### config.mk
export PLATFORM = sky130hd
export DESIGN_NAME = cfg_key_vault
export DESIGN_NICKNAME = d
export VERILOG_FILES = /design/src/rtl/keyvault_pkg.sv /design/src/rtl/kv_rst_sync.sv /design/src/rtl/kv_cmd_shifter.sv /design/src/rtl/kv_key_vault.sv /design/src/rtl/kv_stream_gate.sv /design/src/rtl/cfg_key_vault.sv
export SDC_FILE = /design/constraint.sdc
export NUM_CORES = 1
export LEC_CHECK = 0
export ABC_AREA = 1
export ABC_CLOCK_PERIOD_IN_PS = 8000
export BUFFER_PORTS_ARGS = -buffer_cell sky130_fd_sc_hd__buf_2
export CORE_MARGIN = 4
export CORE_UTILIZATION = 60
export DETAILED_ROUTE_END_ITERATION = 10
export HOLD_SLACK_MARGIN = 0.05
export PLACE_DENSITY = 0.76
export SKIP_CTS_REPAIR_TIMING = 1
export SLEW_MARGIN = 20
export SYNTH_ARGS = -nofsm -noshare
export SYNTH_HDL_FRONTEND = slang
export SYNTH_SLANG_ARGS = --single-unit
### constraint.sdc
create_clock -name clk -period 8 [get_ports clk]
set_input_delay 1.6 -clock clk [delete_from_list [all_inputs] [get_ports clk]]
set_output_delay 1.6 -clock clk [all_outputs]
set_load 0.1 [all_outputs]
### src/rtl/keyvault_pkg.sv
package keyvault_pkg;

  typedef enum logic [2:0] {
    OP_NOP   = 3'd0,
    OP_WRITE = 3'd1,
    OP_READ  = 3'd2,
    OP_LOCK  = 3'd3,
    OP_WIPE  = 3'd4
  } kv_op_e;

  typedef enum logic [1:0] {
    GS_IDLE,
    GS_RUN,
    GS_DONE,
    GS_FAIL
  } gate_st_e;

endpackage

### src/rtl/kv_rst_sync.sv
module kv_rst_sync (
  input  logic clk,
  input  logic arst_n,
  output logic srst_n
);

  logic [1:0] stg_q;

  always_ff @(posedge clk or negedge arst_n) begin
    if (!arst_n) stg_q <= 2'b00;
    else         stg_q <= {stg_q[0], 1'b1};
  end

  assign srst_n = stg_q[1];

endmodule

### src/rtl/kv_cmd_shifter.sv
module kv_cmd_shifter
  import keyvault_pkg::*;
#(
  parameter int KEY_W  = 56,
  parameter int SLOT_W = 1
) (
  input  logic              clk,
  input  logic              rst_n,
  input  logic              shift,
  input  logic              sdi,
  input  logic              update,
  output logic              cmd_valid,
  output kv_op_e            cmd_op,
  output logic [SLOT_W-1:0] cmd_slot,
  output logic [KEY_W-1:0]  cmd_data
);

  localparam int OP_W    = 3;
  localparam int FRAME_W = KEY_W + SLOT_W + OP_W;

  logic [FRAME_W-1:0] frame_q, frame_d;
  logic               vld_q;
  kv_op_e             op_q;
  logic [SLOT_W-1:0]  slot_q;
  logic [KEY_W-1:0]   data_q;

  always_comb begin
    frame_d = frame_q;
    if (shift) frame_d = {sdi, frame_q[FRAME_W-1:1]};
  end

  always_ff @(posedge clk or negedge rst_n) begin
    if (!rst_n) frame_q <= '0;
    else if (shift) frame_q <= frame_d;
  end

  always_ff @(posedge clk or negedge rst_n) begin
    if (!rst_n) begin
      vld_q  <= 1'b0;
      op_q   <= OP_NOP;
      slot_q <= '0;
      data_q <= '0;
    end else begin
      vld_q <= update;
      if (update) begin
        op_q   <= kv_op_e'(frame_q[FRAME_W-1 -: OP_W]);
        slot_q <= frame_q[KEY_W +: SLOT_W];
        data_q <= frame_q[KEY_W-1:0];
      end
    end
  end

  assign cmd_valid = vld_q;
  assign cmd_op    = op_q;
  assign cmd_slot  = slot_q;
  assign cmd_data  = data_q;


  cmd_from_update_chk: assert property (@(posedge clk) disable iff (!rst_n)
    cmd_valid |-> $past(update));

endmodule

### src/rtl/kv_key_vault.sv
module kv_key_vault
  import keyvault_pkg::*;
#(
  parameter int KEY_W  = 56,
  parameter int NSETS  = 2,
  parameter int SLOT_W = 1
) (
  input  logic                        clk,
  input  logic                        rst_n,
  input  logic                        krst_n,
  input  logic                        cmd_valid,
  input  kv_op_e                      cmd_op,
  input  logic [SLOT_W-1:0]           cmd_slot,
  input  logic [KEY_W-1:0]            cmd_data,
  input  logic                        plain_take,
  output logic [NSETS-1:0][KEY_W-1:0] keys_o,
  output logic                        locked_o,
  output logic                        plain_used_o,
  output logic                        wipe_o,
  output logic [KEY_W-1:0]            rb_key_o,
  output logic                        cmd_err_o
);

  logic [KEY_W-1:0] key_q [NSETS];
  logic             locked_q, locked_d;
  logic             used_q, used_d;
  logic [KEY_W-1:0] rb_q, rb_d;
  logic             rb_en;
  logic             err_q, err_d;
  logic             do_write, do_read, do_lock, do_wipe;

  assign do_write = cmd_valid && (cmd_op == OP_WRITE);
  assign do_read  = cmd_valid && (cmd_op == OP_READ);
  assign do_lock  = cmd_valid && (cmd_op == OP_LOCK);
  assign do_wipe  = cmd_valid && (cmd_op == OP_WIPE);
  assign wipe_o   = do_wipe;

  for (genvar g = 0; g < NSETS; g++) begin : g_set
    logic             en;
    logic [KEY_W-1:0] nxt;

    always_comb begin
      en  = 1'b0;
      nxt = key_q[g];
      if (do_wipe) begin
        en  = 1'b1;
        nxt = '0;
      end else if (do_write && !locked_q && (cmd_slot == SLOT_W'(g))) begin
        en  = 1'b1;
        nxt = cmd_data;
      end
    end

    always_ff @(posedge clk or negedge krst_n) begin
      if (!krst_n) key_q[g] <= '0;
      else if (en) key_q[g] <= nxt;
    end


    key_hold_chk: assert property (@(posedge clk) disable iff (!krst_n)
      (locked_q && !do_wipe) |=> $stable(key_q[g]));
  end

  always_comb begin
    for (int i = 0; i < NSETS; i++) keys_o[i] = key_q[i];
  end

  always_comb begin
    locked_d = locked_q;
    if (do_wipe)      locked_d = 1'b0;
    else if (do_lock) locked_d = 1'b1;
    used_d = used_q;
    if (do_wipe)         used_d = 1'b0;
    else if (plain_take) used_d = 1'b1;
  end

  always_ff @(posedge clk or negedge krst_n) begin
    if (!krst_n) begin
      locked_q <= 1'b0;
      used_q   <= 1'b0;
    end else begin
      locked_q <= locked_d;
      used_q   <= used_d;
    end
  end

  always_comb begin
    rb_en = 1'b0;
    rb_d  = rb_q;
    err_d = err_q;
    if (do_wipe || do_lock) begin
      rb_en = 1'b1;
      rb_d  = '0;
    end else if (do_read) begin
      rb_en = 1'b1;
      if (!locked_q && (int'(cmd_slot) < NSETS)) rb_d = key_q[cmd_slot];
      else rb_d = '0;
    end
    if (do_write && locked_q) err_d = 1'b1;
  end

  always_ff @(posedge clk or negedge rst_n) begin
    if (!rst_n) begin
      rb_q  <= '0;
      err_q <= 1'b0;
    end else begin
      if (rb_en) rb_q <= rb_d;
      err_q <= err_d;
    end
  end

  assign locked_o     = locked_q;
  assign plain_used_o = used_q;
  assign rb_key_o     = rb_q;
  assign cmd_err_o    = err_q;


  rb_zero_chk: assert property (@(posedge clk) disable iff (!rst_n || !krst_n)
    locked_q |-> (rb_q == '0));

endmodule

### src/rtl/kv_stream_gate.sv
module kv_stream_gate
  import keyvault_pkg::*;
#(
  parameter int KEY_W  = 56,
  parameter int NSETS  = 2,
  parameter int KSEL_W = 2,
  parameter int SLOT_W = 1
) (
  input  logic                        clk,
  input  logic                        rst_n,
  input  logic                        krst_n,
  input  logic                        locked,
  input  logic                        plain_used,
  input  logic [NSETS-1:0][KEY_W-1:0] keys,
  input  logic                        wipe,
  input  logic                        st_start,
  input  logic                        st_enc,
  input  logic [KSEL_W-1:0]           st_ksel,
  input  logic                        st_end,
  input  logic                        st_ok,
  output logic                        plain_take,
  output logic                        dec_en,
  output logic [KEY_W-1:0]            dec_key,
  output logic [SLOT_W-1:0]           dec_sel,
  output logic                        cfg_done,
  output logic                        cfg_fail
);

  gate_st_e          state_q, state_d;
  logic              enc_q, enc_d;
  logic [KEY_W-1:0]  key_q, key_d;
  logic [SLOT_W-1:0] sel_q, sel_d;
  logic              hdr_ok;
  logic              sel_in_range;

  assign sel_in_range = int'(st_ksel) < NSETS;
  assign hdr_ok = locked ? (st_enc && sel_in_range) : (!st_enc && !plain_used);
  assign plain_take = st_start && (state_q != GS_RUN) && !wipe && !locked && hdr_ok;

  always_comb begin
    state_d = state_q;
    enc_d   = enc_q;
    key_d   = key_q;
    sel_d   = sel_q;
    if (wipe) begin
      state_d = GS_IDLE;
      enc_d   = 1'b0;
      key_d   = '0;
      sel_d   = '0;
    end else begin
      case (state_q)
        GS_RUN: begin
          if (st_end) begin
            state_d = st_ok ? GS_DONE : GS_FAIL;
            enc_d   = 1'b0;
            key_d   = '0;
            sel_d   = '0;
          end
        end
        default: begin
          if (st_start) begin
            if (hdr_ok) begin
              state_d = GS_RUN;
              enc_d   = st_enc;
              sel_d   = st_ksel[SLOT_W-1:0];
              key_d   = st_enc ? keys[st_ksel[SLOT_W-1:0]] : '0;
            end else begin
              state_d = GS_FAIL;
            end
          end
        end
      endcase
    end
  end

  always_ff @(posedge clk or negedge rst_n) begin
    if (!rst_n) begin
      state_q <= GS_IDLE;
      enc_q   <= 1'b0;
      key_q   <= '0;
      sel_q   <= '0;
    end else begin
      state_q <= state_d;
      enc_q   <= enc_d;
      key_q   <= key_d;
      sel_q   <= sel_d;
    end
  end

  assign dec_en   = (state_q == GS_RUN) && enc_q;
  assign dec_key  = key_q;
  assign dec_sel  = sel_q;
  assign cfg_done = (state_q == GS_DONE);
  assign cfg_fail = (state_q == GS_FAIL);


  done_src_chk: assert property (@(posedge clk) disable iff (!rst_n)
    $rose(cfg_done) |-> $past(st_end && st_ok));


  wipe_clear_chk: assert property (@(posedge clk) disable iff (!rst_n)
    wipe |=> (!cfg_done && !dec_en));


  enc_locked_chk: assert property (@(posedge clk) disable iff (!rst_n || !krst_n)
    dec_en |-> locked);

endmodule

### src/rtl/cfg_key_vault.sv
module cfg_key_vault
  import keyvault_pkg::*;
#(
  parameter int KEY_W  = 56,
  parameter int NSETS  = 2,
  parameter int KSEL_W = 2
) (
  input  logic                 clk,
  input  logic                 rst_n,
  input  logic                 key_rst_n,
  input  logic                 tp_shift,
  input  logic                 tp_sdi,
  input  logic                 tp_update,
  output logic [KEY_W-1:0]     rb_key,
  output logic                 cmd_err,
  output logic                 secure,
  input  logic                 st_start,
  input  logic                 st_enc,
  input  logic [KSEL_W-1:0]    st_ksel,
  input  logic                 st_end,
  input  logic                 st_ok,
  output logic                 dec_en,
  output logic [KEY_W-1:0]     dec_key,
  output logic [(NSETS>1 ? $clog2(NSETS) : 1)-1:0] dec_sel,
  output logic                 cfg_done,
  output logic                 cfg_fail
);

  localparam int SLOT_W = (NSETS > 1) ? $clog2(NSETS) : 1;

  logic                        frst_n, krst_n;
  logic                        cmd_valid;
  kv_op_e                      cmd_op;
  logic [SLOT_W-1:0]           cmd_slot;
  logic [KEY_W-1:0]            cmd_data;
  logic [NSETS-1:0][KEY_W-1:0] keys;
  logic                        locked, plain_used, wipe, plain_take;

  kv_rst_sync u_frst (.clk(clk), .arst_n(rst_n),     .srst_n(frst_n));
  kv_rst_sync u_krst (.clk(clk), .arst_n(key_rst_n), .srst_n(krst_n));

  kv_cmd_shifter #(.KEY_W(KEY_W), .SLOT_W(SLOT_W)) u_cmd (
    .clk(clk), .rst_n(frst_n), .shift(tp_shift), .sdi(tp_sdi), .update(tp_update),
    .cmd_valid(cmd_valid), .cmd_op(cmd_op), .cmd_slot(cmd_slot), .cmd_data(cmd_data)
  );

  kv_key_vault #(.KEY_W(KEY_W), .NSETS(NSETS), .SLOT_W(SLOT_W)) u_vault (
    .clk(clk), .rst_n(frst_n), .krst_n(krst_n),
    .cmd_valid(cmd_valid), .cmd_op(cmd_op), .cmd_slot(cmd_slot), .cmd_data(cmd_data),
    .plain_take(plain_take), .keys_o(keys), .locked_o(locked),
    .plain_used_o(plain_used), .wipe_o(wipe), .rb_key_o(rb_key), .cmd_err_o(cmd_err)
  );

  kv_stream_gate #(.KEY_W(KEY_W), .NSETS(NSETS), .KSEL_W(KSEL_W), .SLOT_W(SLOT_W)) u_gate (
    .clk(clk), .rst_n(frst_n), .krst_n(krst_n),
    .locked(locked), .plain_used(plain_used), .keys(keys), .wipe(wipe),
    .st_start(st_start), .st_enc(st_enc), .st_ksel(st_ksel),
    .st_end(st_end), .st_ok(st_ok), .plain_take(plain_take),
    .dec_en(dec_en), .dec_key(dec_key), .dec_sel(dec_sel),
    .cfg_done(cfg_done), .cfg_fail(cfg_fail)
  );

  assign secure = locked;

endmodule

==> out/qor.csv <==
metric,value,unit
outcome,"complete, no violations",
relSlewSlack,27.5,%
required,6.40,ns
cpPeakStageDelay,0.60,ns
drc,0,
h-tree-depth,2,
initial_core_util,61.5,%
yosysSeqAreaShare,57.0,%
crit_slowest_cell,buf_4,
yosys_warnings,0,
cts_buffers,37,
synth-seq-cells,356,
synthArstFlopShare,100,%
drtIter0Drc,1136,
synth.distinct_cells,26,
holdWs,0.349,ns
synth_edf_count,0,
first_global_vias,12500,
placed_cell_area,16200,µm²
n_antenna_cell,0,
p_switching,2.83,mW
crit_type,flip-flop to output pin,
port_buffers,129,
fin_setup_tns,0,ns
ff2ff_path_depth,8,
cp_max_fo,62,
clock_latency,0.51,ns
fin_nets,1950,
vias_per_cell,5.47,
finalSetupViolations,0,
dr_total_vias,12600,
cts_root_buf,clkbuf_16,
reg2reg_slack,5.00,ns
cp-start-kind,flip-flop,
yosys.area.top_type,dfrtp_1,
period_needed,3.59,ns
ant_nets,0,
worstPathArrival,1.99,ns
wl_per_cell,16.1,µm
syn_inst,1883,
slew_viol_final,0,
antenna_found_initial,0,
die_x,169,µm
grt_pass1_wl,62.8,mm
gp_congestion,0.787,
synth_top_area_share,57.0,%
grt_overflow,0,
timing.rr.start,u_gate.state_q[0],
clkPwrFrac,25.6,%
power_frac_seq,39.1,%
powerDensity,378,nW/µm²
rr_endpoint,u_gate.dec_key[26],
leakagePower,8.78,nW
endpoint_kind,output pin,
timing.final.crit_share,44.8,%
syn_area,15600,µm²
syn_avg_cell_area,8.30,µm²
synthMostInstantiatedCell,nand2_1,
track_usage,26.4,%
final_cell_area,17400,µm²
cts.clk_slew.worst_paths,0.06,ns
skew,0.0215,ns
hold_viol,0,
max_freq,0.279,GHz
ys.flop_type,dfrtp_1,
p_comb_share,35.2,%
synth_commonest_cells,"nand2_1, dfrtp_1, inv_1",
dp_hpwl,20.6,mm
drv_cap,0,
hold_depth,0,
hp-start,u_krst.stg_q[0],
dieHeight,169,µm
synth_area_leaders,"dfrtp_1, nand2_1, inv_1",
rows,58,
max-vdd-ir-drop,0.366,mV
wl,36.8,mm
layout-drive-gt1-share,11.3,%
area_delta_synth_final,11.5,%
pin_count,130,
tightest_slew,1.09,ns
hold_path.class,flip-flop to flip-flop,
path_cells,nand2_2 > buf_4 > nor2_1 > buf_2,
dr.pass1.iters,5,
cts_tree,yes,
dieArea,28700,µm²
cts_num_sinks,356,
rsz0062_at_grt,false,
cts_buffer_depth,3,
grt_max_degree,170,
core,25400,µm²
hold_end,u_krst.stg_q[1],
p_int,3.75,mW
switching_share,43.0,%
==> per-layer routing <==
metal | track usage (%) | routed length (µm) | up-vias
met5 | 0 | 0 | -
met4 | 7.32 | 710 | 0
met3 | 3.96 | 2320 | 45
met2 | 43.4 | 17500 | 396
met1 | 37.3 | 16300 | 6077
li1 | - | - | 6033
==> worst max-delay path, delay by kind of cell, from the launching register on <==
| kind | cells | cell delay, ns |
|---|---|---|
| buf+inv | 2 | 0.92 |
| simple gates | 2 | 0.15 |
| flops | 1 | 0.41 |
==> state kept, by name, summed over array words and instances (netlist names) <==
signal and count:
u_vault.rb_key_o 56, u_vault.cmd_err_o 1, u_gate.enc_q 1, u_krst.stg_q 2
u_gate.state_q 2, u_vault.keys_o 112, u_cmd.frame_q 60, u_frst.stg_q 2
u_gate.dec_key 56, u_cmd.cmd_valid 1, u_cmd.cmd_op 3, u_cmd.cmd_data 56
u_cmd.cmd_slot 1, u_vault.locked_o 1, u_vault.plain_used_o 1, u_gate.dec_sel 1
==> placed cells by master (no fill, tap or decap) <==
| cell | Yosys | layout |
|---|---|---|
| clkinv_2 | 0 | 4 |
| clkinvlp_4 | 0 | 2 |
| inv_2 | 6 | 4 |
| nor2_1 | 150 | 150 |
| o21ai_0 | 194 | 194 |
| inv_4 | 1 | 3 |
| clkbuf_1 | 51 | 6 |
| buf_12 | 0 | 1 |
| o22ai_1 | 1 | 1 |
| nand2_1 | 451 | 448 |
| mux2_2 | 2 | 2 |
| conb_1 | 1 | 2 |
| nand2_4 | 1 | 2 |
| buf_2 | 49 | 127 |
| buf_4 | 16 | 14 |
| o211ai_1 | 55 | 55 |
| bufinv_16 | 0 | 1 |
| dfrtp_1 | 356 | 353 |
| a21oi_1 | 31 | 31 |
| nand3_2 | 0 | 1 |
| nor3_1 | 1 | 1 |
| nand3_1 | 123 | 122 |
| nor2_4 | 0 | 1 |
| clkbuf_16 | 0 | 37 |
| nand2_2 | 2 | 4 |
| inv_1 | 259 | 259 |
| o21ai_1 | 118 | 118 |
| dfrtp_4 | 0 | 3 |
| a21o_1 | 1 | 1 |
| nand4_1 | 1 | 1 |
| clkbuf_8 | 0 | 14 |
| nor3_2 | 1 | 1 |
==> cells by family after synthesis <==
logic type             synth area share (%)
AND/OR/NAND/NOR                        18.7
flip-flops                             57.0
AO/OA/AOI/OAI                          13.7
buffers and inverters                  10.4
multiplexers                          0.144
other                                0.0240
==> final cells by class <==
type                       instances  area, µm²
clock buffer                      57       1140
fill                            2085       7980
tap                              330        413
clock inverter                     7       65.1
multi-input combinational       1135       5120
sequential                       356       8920
timing repair buffer             142        761
inverter                         266       1010
==> how the worst max path moves through the flow <==
stage | from | end | slack, ns | depth (start not counted)
global placement | st_enc | u_gate.dec_key[30] | 4.19 | 11
floorplan | u_frst.stg_q[1] | u_cmd.cmd_data[0] | 0.82 | 0
finish | u_gate.state_q[0] | dec_en | 4.41 | 4
CTS | u_gate.state_q[0] | dec_en | 4.41 | 4
detailed placement | st_enc | u_gate.dec_key[24] | 4.11 | 11
global route | u_gate.state_q[0] | dec_en | 4.34 | 4
==> power by group through the flow <==
stage	sequential, mW	clock (mW)	combinational [mW]
4_1_cts	2.58	1.72	2.32
5_1_grt	2.64	1.79	2.52
3_3_place_gp	2.58	0	2.25
3_5_place_dp	2.60	0	2.30
6_report	2.58	1.69	2.32
2_1_floorplan	3.50	0	0.968
==> through the flow <==
step / total power [mW] / std cells / worst slack (ns) / util, %
after global placement: 4.83 / 2229 / 4.19 / 63.8
final: 6.58 / 2293 / 4.41 / 68.6
after global routing: 6.95 / 2293 / 4.34 / 68.6
after CTS: 6.61 / 2293 / 4.41 / 68.6
after detailed placement: 4.90 / 2229 / 4.11 / 63.8
after floorplan: 4.46 / 1884 / 0.816 / -
No activity file was read; power rests on OpenSTA's default activity.
